[src/rtl/pwm_pkg.sv]
package pwm_pkg;
  localparam int PRE_W      = 6;            // prescaler width
  localparam int CNT_W      = 10;           // period/duty counter width
  localparam int REG_W      = CNT_W + 1;    // widest register field incl. full flag
  localparam int STRIDE_W   = 4;            // channel stride is 2**STRIDE_W bytes
  localparam logic [STRIDE_W-1:0] OFF_CTL  = 4'h0;
  localparam logic [STRIDE_W-1:0] OFF_DUTY = 4'h4;
  localparam logic [STRIDE_W-1:0] OFF_PER  = 4'h8;

  typedef enum logic [1:0] {REG_CTL, REG_DUTY, REG_PER, REG_NONE} pwm_reg_e;

  // write strobes from control to one channel datapath
  typedef struct packed {
    logic wrCtl;
    logic wrDuty;
    logic wrPer;
  } pwm_wr_t;

  // programmed (shadow) register contents of one channel
  typedef struct packed {
    logic             sd;
    logic [PRE_W-1:0] pre;
    logic             full;
    logic [CNT_W-1:0] dc;
    logic [CNT_W-1:0] pv;
  } pwm_regs_t;
endpackage

[src/rtl/pwm_ctrl.sv]
module pwm_ctrl
  import pwm_pkg::*;
#(
  parameter int NUM_CH = 2,
  parameter int ADDR_W = 5,
  localparam int CH_SEL_W = ADDR_W - STRIDE_W
) (
  input  logic                  clk,
  input  logic                  rst,
  input  logic [ADDR_W-1:0]     busAddr,
  input  logic                  busWe,
  output pwm_wr_t [NUM_CH-1:0]  wrStb,
  output logic                  rdHit,
  output logic [CH_SEL_W-1:0]   rdCh,
  output pwm_reg_e              rdReg
);
  logic [STRIDE_W-1:0] regOff;

  always_comb begin
    rdCh   = busAddr[ADDR_W-1:STRIDE_W];
    regOff = busAddr[STRIDE_W-1:0];
    unique case (regOff)
      OFF_CTL:  rdReg = REG_CTL;
      OFF_DUTY: rdReg = REG_DUTY;
      OFF_PER:  rdReg = REG_PER;
      default:  rdReg = REG_NONE;
    endcase
    rdHit = (int'(rdCh) < NUM_CH) && (rdReg != REG_NONE);
    wrStb = '0;
    for (int i = 0; i < NUM_CH; i++) begin
      if (busWe && rdHit && int'(rdCh) == i) begin
        wrStb[i].wrCtl  = (rdReg == REG_CTL);
        wrStb[i].wrDuty = (rdReg == REG_DUTY);
        wrStb[i].wrPer  = (rdReg == REG_PER);
      end
    end
  end

  AST_ONE_STROBE: assert property (@(posedge clk) disable iff (rst)
    $onehot0(wrStb));
  AST_NO_STRAY_WRITE: assert property (@(posedge clk) disable iff (rst)
    (!busWe || !rdHit) |-> (wrStb == '0));
endmodule

[src/rtl/pwm_chan_dp.sv]
module pwm_chan_dp
  import pwm_pkg::*;
(
  input  logic             clk,
  input  logic             rst,
  input  logic             chEn,
  input  pwm_wr_t          wrStb,
  input  logic [REG_W-1:0] wBits,
  output pwm_regs_t        regs,
  output logic             pwmOut
);
  pwm_regs_t        sh;        // programmed values
  logic [PRE_W-1:0] acPre;     // values in force for the running period
  logic [CNT_W-1:0] acDc;
  logic [CNT_W-1:0] acPv;
  logic             acFull;
  logic [PRE_W-1:0] preCnt;
  logic [CNT_W-1:0] perCnt;
  logic             running;
  logic             preWrap;
  logic             perWrap;

  assign regs    = sh;
  assign preWrap = (preCnt == acPre);
  assign perWrap = preWrap && (perCnt == acPv);
  assign pwmOut  = running && (acFull || (perCnt < acDc));

  always_ff @(posedge clk) begin
    if (rst) begin
      sh <= '0;
    end else begin
      if (wrStb.wrCtl) begin
        sh.pre <= wBits[PRE_W-1:0];
        sh.sd  <= wBits[PRE_W];
      end
      if (wrStb.wrDuty) begin
        sh.dc   <= wBits[CNT_W-1:0];
        sh.full <= wBits[CNT_W];
      end
      if (wrStb.wrPer) sh.pv <= wBits[CNT_W-1:0];
    end
  end

  always_ff @(posedge clk) begin
    if (rst) begin
      running <= 1'b0;
      preCnt  <= '0;
      perCnt  <= '0;
      acPre   <= '0;
      acDc    <= '0;
      acPv    <= '0;
      acFull  <= 1'b0;
    end else if (!running) begin
      if (chEn) begin
        running <= 1'b1;
        preCnt  <= '0;
        perCnt  <= '0;
        acPre   <= sh.pre;
        acDc    <= sh.dc;
        acPv    <= sh.pv;
        acFull  <= sh.full;
      end
    end else if (!chEn && sh.sd) begin
      running <= 1'b0;
    end else if (perWrap) begin
      preCnt <= '0;
      perCnt <= '0;
      if (chEn) begin
        acPre  <= sh.pre;
        acDc   <= sh.dc;
        acPv   <= sh.pv;
        acFull <= sh.full;
      end else begin
        running <= 1'b0;
      end
    end else if (preWrap) begin
      preCnt <= '0;
      perCnt <= perCnt + 1'b1;
    end else begin
      preCnt <= preCnt + 1'b1;
    end
  end

  AST_CNT_RANGE: assert property (@(posedge clk) disable iff (rst)
    running |-> (perCnt <= acPv) && (preCnt <= acPre));
  AST_ACTIVE_HOLD: assert property (@(posedge clk) disable iff (rst)
    (running && !perWrap) |=> $stable(acDc) && $stable(acPv) && $stable(acPre) && $stable(acFull));
  AST_SD_IMMEDIATE: assert property (@(posedge clk) disable iff (rst)
    (running && !chEn && sh.sd) |=> !pwmOut);
  AST_SD_GRACEFUL: assert property (@(posedge clk) disable iff (rst)
    (running && !chEn && !sh.sd && !perWrap) |=> running);
endmodule

[src/rtl/pwm_gen_top.sv]
module pwm_gen_top
  import pwm_pkg::*;
#(
  parameter int NUM_CH = 2,
  parameter int ADDR_W = 5,
  parameter int DATA_W = 32,
  localparam int CH_SEL_W = ADDR_W - STRIDE_W
) (
  input  logic              clk,
  input  logic              rst,
  input  logic [ADDR_W-1:0] busAddr,
  input  logic [DATA_W-1:0] busWrData,
  input  logic              busWe,
  output logic [DATA_W-1:0] busRdData,
  input  logic [NUM_CH-1:0] chEn,
  output logic [NUM_CH-1:0] pwmOut
);
  pwm_wr_t [NUM_CH-1:0]  wrStb;
  pwm_regs_t             chRegs [NUM_CH];
  logic                  rdHit;
  logic [CH_SEL_W-1:0]   rdCh;
  pwm_reg_e              rdReg;
  logic                  unusedHi;

  assign unusedHi = ^busWrData[DATA_W-1:REG_W];

  pwm_ctrl #(.NUM_CH(NUM_CH), .ADDR_W(ADDR_W)) u_ctrl (
    .clk(clk), .rst(rst), .busAddr(busAddr), .busWe(busWe),
    .wrStb(wrStb), .rdHit(rdHit), .rdCh(rdCh), .rdReg(rdReg)
  );

  for (genvar g = 0; g < NUM_CH; g++) begin : g_ch
    pwm_chan_dp u_dp (
      .clk(clk), .rst(rst), .chEn(chEn[g]), .wrStb(wrStb[g]),
      .wBits(busWrData[REG_W-1:0]), .regs(chRegs[g]), .pwmOut(pwmOut[g])
    );
  end

  always_comb begin
    busRdData = '0;
    for (int i = 0; i < NUM_CH; i++) begin
      if (rdHit && int'(rdCh) == i) begin
        unique case (rdReg)
          REG_CTL:  busRdData[PRE_W:0] = {chRegs[i].sd, chRegs[i].pre};
          REG_DUTY: busRdData[CNT_W:0] = {chRegs[i].full, chRegs[i].dc};
          REG_PER:  busRdData[CNT_W-1:0] = chRegs[i].pv;
          default:  busRdData = '0;
        endcase
      end
    end
  end

  AST_UNMAPPED_ZERO: assert property (@(posedge clk) disable iff (rst)
    !rdHit |-> (busRdData == '0));
  AST_RESET_LOW: assert property (@(posedge clk)
    rst |=> (pwmOut == '0));
endmodule

[config.mk]
export PLATFORM = sky130hd
export DESIGN_NAME = pwm_gen_top
export DESIGN_NICKNAME = d
export VERILOG_FILES = /design/src/rtl/pwm_pkg.sv /design/src/rtl/pwm_ctrl.sv /design/src/rtl/pwm_chan_dp.sv /design/src/rtl/pwm_gen_top.sv
export SDC_FILE = /design/constraint.sdc
export NUM_CORES = 1
export LEC_CHECK = 0
export BUFFER_PORTS_ARGS = -buffer_cell sky130_fd_sc_hd__buf_4
export CORE_UTILIZATION = 50
export DETAILED_ROUTE_END_ITERATION = 8
export HOLD_SLACK_MARGIN = 0.06
export MAX_ROUTING_LAYER = met4
export PLACE_DENSITY = 0.69
export SYNTH_ARGS = -nofsm -noshare
export SYNTH_HDL_FRONTEND = slang
export SYNTH_HIERARCHICAL = 1
export SYNTH_SLANG_ARGS = --single-unit
[constraint.sdc]
create_clock -name clk -period 3 [get_ports clk]
set_input_delay 0.3 -clock clk [delete_from_list [all_inputs] [get_ports clk]]
set_output_delay 0.3 -clock clk [all_outputs]
set_load 0.05 [all_outputs]
### Word level (Yosys, flattened, before mapping)

Cells that the tools add are included.

| word-level totals | value |
|---|---|
| flip-flop bits (word level) | 144 |
| logic and storage cells | 143 |

| cells by class | value |
|---|---|
| equality and inequality tests | 15 |
| mux-type cells | 71 |
| reduce and logical (&&, ||, !) cells | 26 |
| add/subtract/negate cells | 4 |
| order comparisons | 2 |
| bitwise logic cells | 1 |

Operator list:

| cell | count |
|---|---|
| 10-bit two-way mux | 26 |
| 6-bit two-way mux | 18 |
| 7-bit case mux with 3 select lines | 2 |
| 11-bit two-way mux | 2 |
| 10-bit by 1-bit adder with 10-bit output (second input constant) | 2 |
| 10-bit == test | 2 |
| 10-bit < comparator | 2 |
| 1-bit two-way mux | 17 |
| 6-bit by 1-bit adder with 6-bit output (second input constant) | 2 |
| 6-bit == test | 2 |
| 1-bit logical AND | 11 |
| 2-bit inequality test (second input constant) | 5 |
| 3-bit case mux with 3 select lines | 1 |
| 2-bit AND reduction | 4 |
| 3-bit two-way mux | 2 |
| 3-bit inequality test (second input constant) | 2 |
| 2-bit case mux with 3 select lines | 1 |
| 3-bit case mux with 2 select lines | 1 |
| 3-bit AND reduction | 2 |
| 4-bit by 3-bit == test with 1-bit output (second input constant) | 1 |
| 4-bit == test (second input constant) | 1 |
| 4-bit zero test | 1 |
| 2-bit nonzero test | 2 |
| 2-bit by 1-bit == test with 1-bit output (second input constant) | 1 |
| 7 further kinds | 9 |

### Depth between registers and ports, before layout

| depth | value |
|---|---|
| depth in word-level cells | 7 |
| mapped depth | 8 |

### Cells and area by module

Netlist, hierarchy kept.

By module, submodules not included:

| module | sequential area each (sq um) | instances | cells an instance | area each (sq um) |
|---|---|---|---|---|
| pwm_chan_dp (g_ch[0].u_dp) | 1,441.4 | 1 | 430 | 3,759.9 |
| pwm_chan_dp (g_ch[1].u_dp) | 1,441.4 | 1 | 366 | 3,274.4 |
| pwm_gen_top | 0.0 | 1 | 81 | 675.6 |
| pwm_ctrl | 0.0 | 1 | 15 | 85.1 |

### Worst setup path after synthesis

Ideal clock, no wire load.

| path | value |
|---|---|
| path type | reg2out |
| start | register g_ch[0].u_dp.acDc[4] |
| end | output pwmOut[0] |
| buffers on the path | 0 |
| stages on the path, launching flop included | 7 |
| data required time | 2.700 ns |
| setup slack | -0.076 ns |
| arrival time | 2.776 ns |
| path through | dfxtp_1 -> inv_1 -> ha_1 -> a21o_1 -> a211oi_1 -> a21oi_1 -> o41ai_1 |

| between the ends | value |
|---|---|
| longest elaborated chain between the ends | 3 |

Ends and longest elaborated chain:

| element | RTL line | source |
|---|---|---|
| start: declaration | pwm_chan_dp.sv:14 | `logic [CNT_W-1:0] acDc;` |
| start signal: assignment | pwm_chan_dp.sv:59 | `acDc <= sh.dc;` |
| start signal: assignment | pwm_chan_dp.sv:70 | `acDc <= sh.dc;` |
| 10-bit < comparator | pwm_chan_dp.sv:26 | `assign pwmOut = running && (acFull \|\| (perCnt < acDc));` |
| 1-bit logical OR | pwm_chan_dp.sv:26 |  |
| 1-bit logical AND | pwm_chan_dp.sv:26 |  |
| end: declaration | pwm_gen_top.sv:16 | `output logic [NUM_CH-1:0] pwmOut` |

No other way between the ends.

### Final worst setup path

| path | value |
|---|---|
| start | input busAddr[1] |
| end | output busRdData[1] |

| between the ends | value |
|---|---|
| longest elaborated chain between the ends | 6 |
| elaborated cells on any way between the ends | 14 |

Ends and longest elaborated chain:

| element | RTL line | source |
|---|---|---|
| start: declaration | pwm_gen_top.sv:11 | `input logic [ADDR_W-1:0] busAddr,` |
| 4-bit == test, or another cell as far along | pwm_ctrl.sv:22 | `unique case (regOff)` |
| 2-bit case mux with 3 select lines (*) | pwm_ctrl.sv:22 |  |
| net rdReg[0] | pwm_gen_top.sv:22 | `pwm_reg_e rdReg;` |
| 2-bit == test, or another cell as far along | pwm_gen_top.sv:43 | `unique case (rdReg)` |
| 7-bit case mux with 3 select lines / 1-bit logical AND (equally long branches) | pwm_gen_top.sv:43, pwm_gen_top.sv:42 |  |
| 11-bit two-way mux | pwm_gen_top.sv:42 | `if (rdHit && int'(rdCh) == i) begin` |
| 11-bit two-way mux (*) | pwm_gen_top.sv:42 |  |
| end: declaration | pwm_gen_top.sv:14 | `output logic [DATA_W-1:0] busRdData,` |

Mark *: on every way through the listed nets, which the timed path passes. The rest lies on a longest branch.

==> key figures <==
Power and ir drop
  – Leakage Power: around 3 nW
  – Power Total: approximately 4.5 mW
  – Maximum VDD drop: between 0.0004 and 0.0005 V
  – Switching share of power: 27.8%
  – Switching pwr: around 1.2 mW
  – Gate power share: 9.5%
  – Register share of total power: around 44%
  – P_int: 3.22 mW
  – Clock power share: between 40% and 50%
  – Pwr Density: 517 nW/um^2

Finish
  – Multi-input logic area: 4400 sq um
  – Area delta synth->final: 10.9%
  – Layout Utilization: approximately 57%
  – Layout cells sized above 1: 11.4%
  – Layout Nets: roughly 970
  – Register area: 2880 sq um
  – Filler cell count: ~1,400
  – Inserted Diodes: 0

Critical path
  – CP max stage delay: 0.49 ns
  – WP buf/inv: 3
  – Arrival time worst endpoint: roughly 2.5 ns
  – Family with the most delay on the worst path: simple AND/OR/NAND/NOR gates
  – Setup CP Type: in -> out
  – Critical path endpoint category: output port
  – Worst Path Max Fanout: 15
  – CP dominant cell by count: buf_4
  – Required time worst endpoint: about 2.7 ns
  – Crit path launch type: input port
  – Crit-path cells: buf_4 > or3_1 > inv_1 > ha_1 > a222oi_1 > and2b_1 > a211oi_2 > buf_4
  – Slowest stage cell, crit path: or3_1

Clocking
  – # hold bufs at CTS: 0
  – Root Driver: clkbuf_16
  – Worst-Skew Late Latency: ~0.42 ns
  – Clock sink count: 144
  – H-Tree Depth: 4
  – Clock slew at reported path FFs: ~0.06 ns
  – TritonCTS clock tree: done
  – Number of CTS-inserted buffers: 17
  – Clock tree buffer depth: 2
  – Postcts setup bufs: 0
  – Post-CTS Resized: 0

STA
  – Final Max Tran Viols: 0
  – Worst hold slack: roughly 0.14 ns
  – Setup TNS: 0 ns
  – RSZ-0062 raised after global routing: false
  – Max_slew headroom: 50.5%
  – Final Setup Violations: 0
  – Period utilization: between 90 and 100%
  – Period minus WS final: approximately 2.8 ns
  – Clk_skew: a little over 0.01 ns
  – FMAX: approximately 360 MHz
  – Worst slew pin tran: between 0.7 and 0.8 ns
  – Final hold vios: 0

Synth
  – Synth Warn #: 6
  – Number of synthesized flops with an enable pin: 0
  – FF+latch count, synth: about 140
  – Synth top area cells: dfxtp_1, mux2i_1, ha_1, nor2_1, a21oi_1
  – Sequential-to-total area share from yosys stat: between 30% and 40%
  – Top cell type's share of synthesized area: a little under two fifths
  – Area leader, netlist: dfxtp_1
  – Post-synth top flop: dfxtp_1
  – Most common cell in the netlist: dfxtp_1
  – Post-synthesis average cell area: ~8.7 sq um
  – Synth Cell Area: between 7000 and 8000 sq um
  – Post-synthesis instance total: about 900
  – Post-synth top cells: dfxtp_1, nor2_1, mux2i_1
  – Synth unique cells: 60
  – Ys async rst share: 0%

Drt
  – Vias: 6,574
  – Vias per cell: between 5 and 6
  – DR iter-0 viols: ~620
  – Wirelength, routed: 18,700 um
  – # DRC: 0
  – ANT nets after route: 0
  – First-pass DRT Iterations: 7
  – WL per Instance: ~17 um

Global route
  – Initial antenna violation count: 0
  – Grt total ovfl: 0
  – Vias in the first global route: ~5,700
  – Gr usage total: about a quarter
  – Global-route wire length before repair: a little over 30,000 um
  – Largest net degree at the start of global routing: slightly above 100

Floorplan
  – I/O pin cnt: 76
  – Die Height: roughly 130 um
  – Initial Utilization: 51.3%
  – Core area: between 15,000 and 20,000 sq um
  – Std-Cell Rows: 45
  – Die width: 127 um
  – Total die area: 16,100 sq um

Min path
  – Min-delay worst type: in -> reg

Status
  – Outcome: finished, final reports clean

Placed design
  – GPL Wtd Cong: 0.848
  – HPWL after DPL: ~13,000 um
  – Port bufs: 33

Run
  – Max Cap Viol: 0
## worst register-to-register path, stage by stage (launching register included)
cell,delay [ns]
dfxtp_1,0.41
xnor2_1,0.14
nand4_1,0.20
or4_1,0.60
nor3_4,0.17
buf_4,0.44
nand4b_1,0.20
o311ai_0,0.12
## path summary, 6_finish.rpt
| kind | endpoint | from | slack (ns) | cells after the start |
|---|---|---|---|---|
| max reg2reg | g_ch[0].u_dp/acPv[7]$_SDFFE_PP0P_ | g_ch[0].u_dp/preCnt[0]$_SDFFE_PP0P_ | 0.63 | 7 |
| min reg2reg | g_ch[1].u_dp/acFull$_SDFFE_PP0P_ | g_ch[1].u_dp/acFull$_SDFFE_PP0P_ | 0.48 | 2 |
| min | g_ch[1].u_dp/regs[20]$_SDFFE_PP0P_ | busWrData[10] | 0.14 | 3 |
| max | busRdData[1] | busAddr[1] | 0.25 | 8 |
## through the flow
stage | setup WS [ns] | instances | instance area [sq um]
finish | 0.245 | 1098 | 8650
global route | 0.165 | 1098 | 8650
CTS | 0.300 | 1098 | 8650
detailed placement | 0.306 | 1066 | 8060
global placement | 0.324 | 1066 | 8060
floorplan | 0.547 | 912 | 7880
## registers in the layout (all words and copies together) (netlist names)
register and flops:
g_ch.u_dp/acDc 20, g_ch.u_dp/acFull 2, g_ch.u_dp/acPre 12, g_ch.u_dp/acPv 20
g_ch.u_dp/perCnt 20, g_ch.u_dp/preCnt 12, g_ch.u_dp/regs 56, g_ch.u_dp/running 2
## area by class of cell
| type | instances | share of cell area, % |
|---|---|---|
| clock buffer | 18 | 5.08 |
| clock inverter | 14 | 1.68 |
| inverter | 34 | 1.48 |
| multi-input combinational | 646 | 50.9 |
| sequential | 144 | 33.3 |
| tap | 188 | 2.72 |
| timing repair buffer | 54 | 4.83 |
## cells by family after synthesis
kind of cell	synth area share, %
simple gates	19.7
compound gates	18.8
buf+inv	7.85
fa+ha+maj	4.17
xor+xnor	4.83
flops	37.0
mux	7.58
other cells	0.0481
## power groups by stage
stage	logic (mW)	clock network, mW	registers, mW
6_report	0.426	2.09	1.95
3_5_place_dp	0.421	0	1.99
2_1_floorplan	0.359	0	1.98
5_1_grt	0.462	2.20	1.95
4_1_cts	0.422	2.11	1.95
3_3_place_gp	0.417	0	1.99
## per-layer routing
layer  vias up  GRT usage, %  part of all wire (%)
met2       198          34.4                    44
met4         0          7.84                  0.87
met1      3116          36.8                    50
li1       3246             -                     -
met3        14          3.80                   5.1
met5         -             -                     0
## layout by cell type, fill, tap and decap left out, types with 3 or more instances in the layout
master        n
xnor2_1      26
nand4_1       8
o21ai_0      35
nand4b_1     27
and2b_1       3
ha_1         26
buf_4        53
o2111ai_1     4
xor2_1       17
or3_1         3
a31oi_1      30
o31ai_1       6
a21o_1        6
nor4_1        3
nor2b_1       7
a21oi_1      50
nor3b_1      18
inv_6         6
o22ai_1       4
and3_1        3
a222oi_1     14
nor2_1       85
or4_1         7
a211oi_2      7
a22oi_1       8
conb_1       21
clkinvlp_4    3
and2_1        9
nor3_1       13
clkbuf_16    17
a211oi_1      4
nand2b_1      7
dfxtp_1     144
mux2i_1      59
nand2_1      45
nand3_1      40
o311ai_0     25
inv_1        34
(Power assumes the default switching activity.)
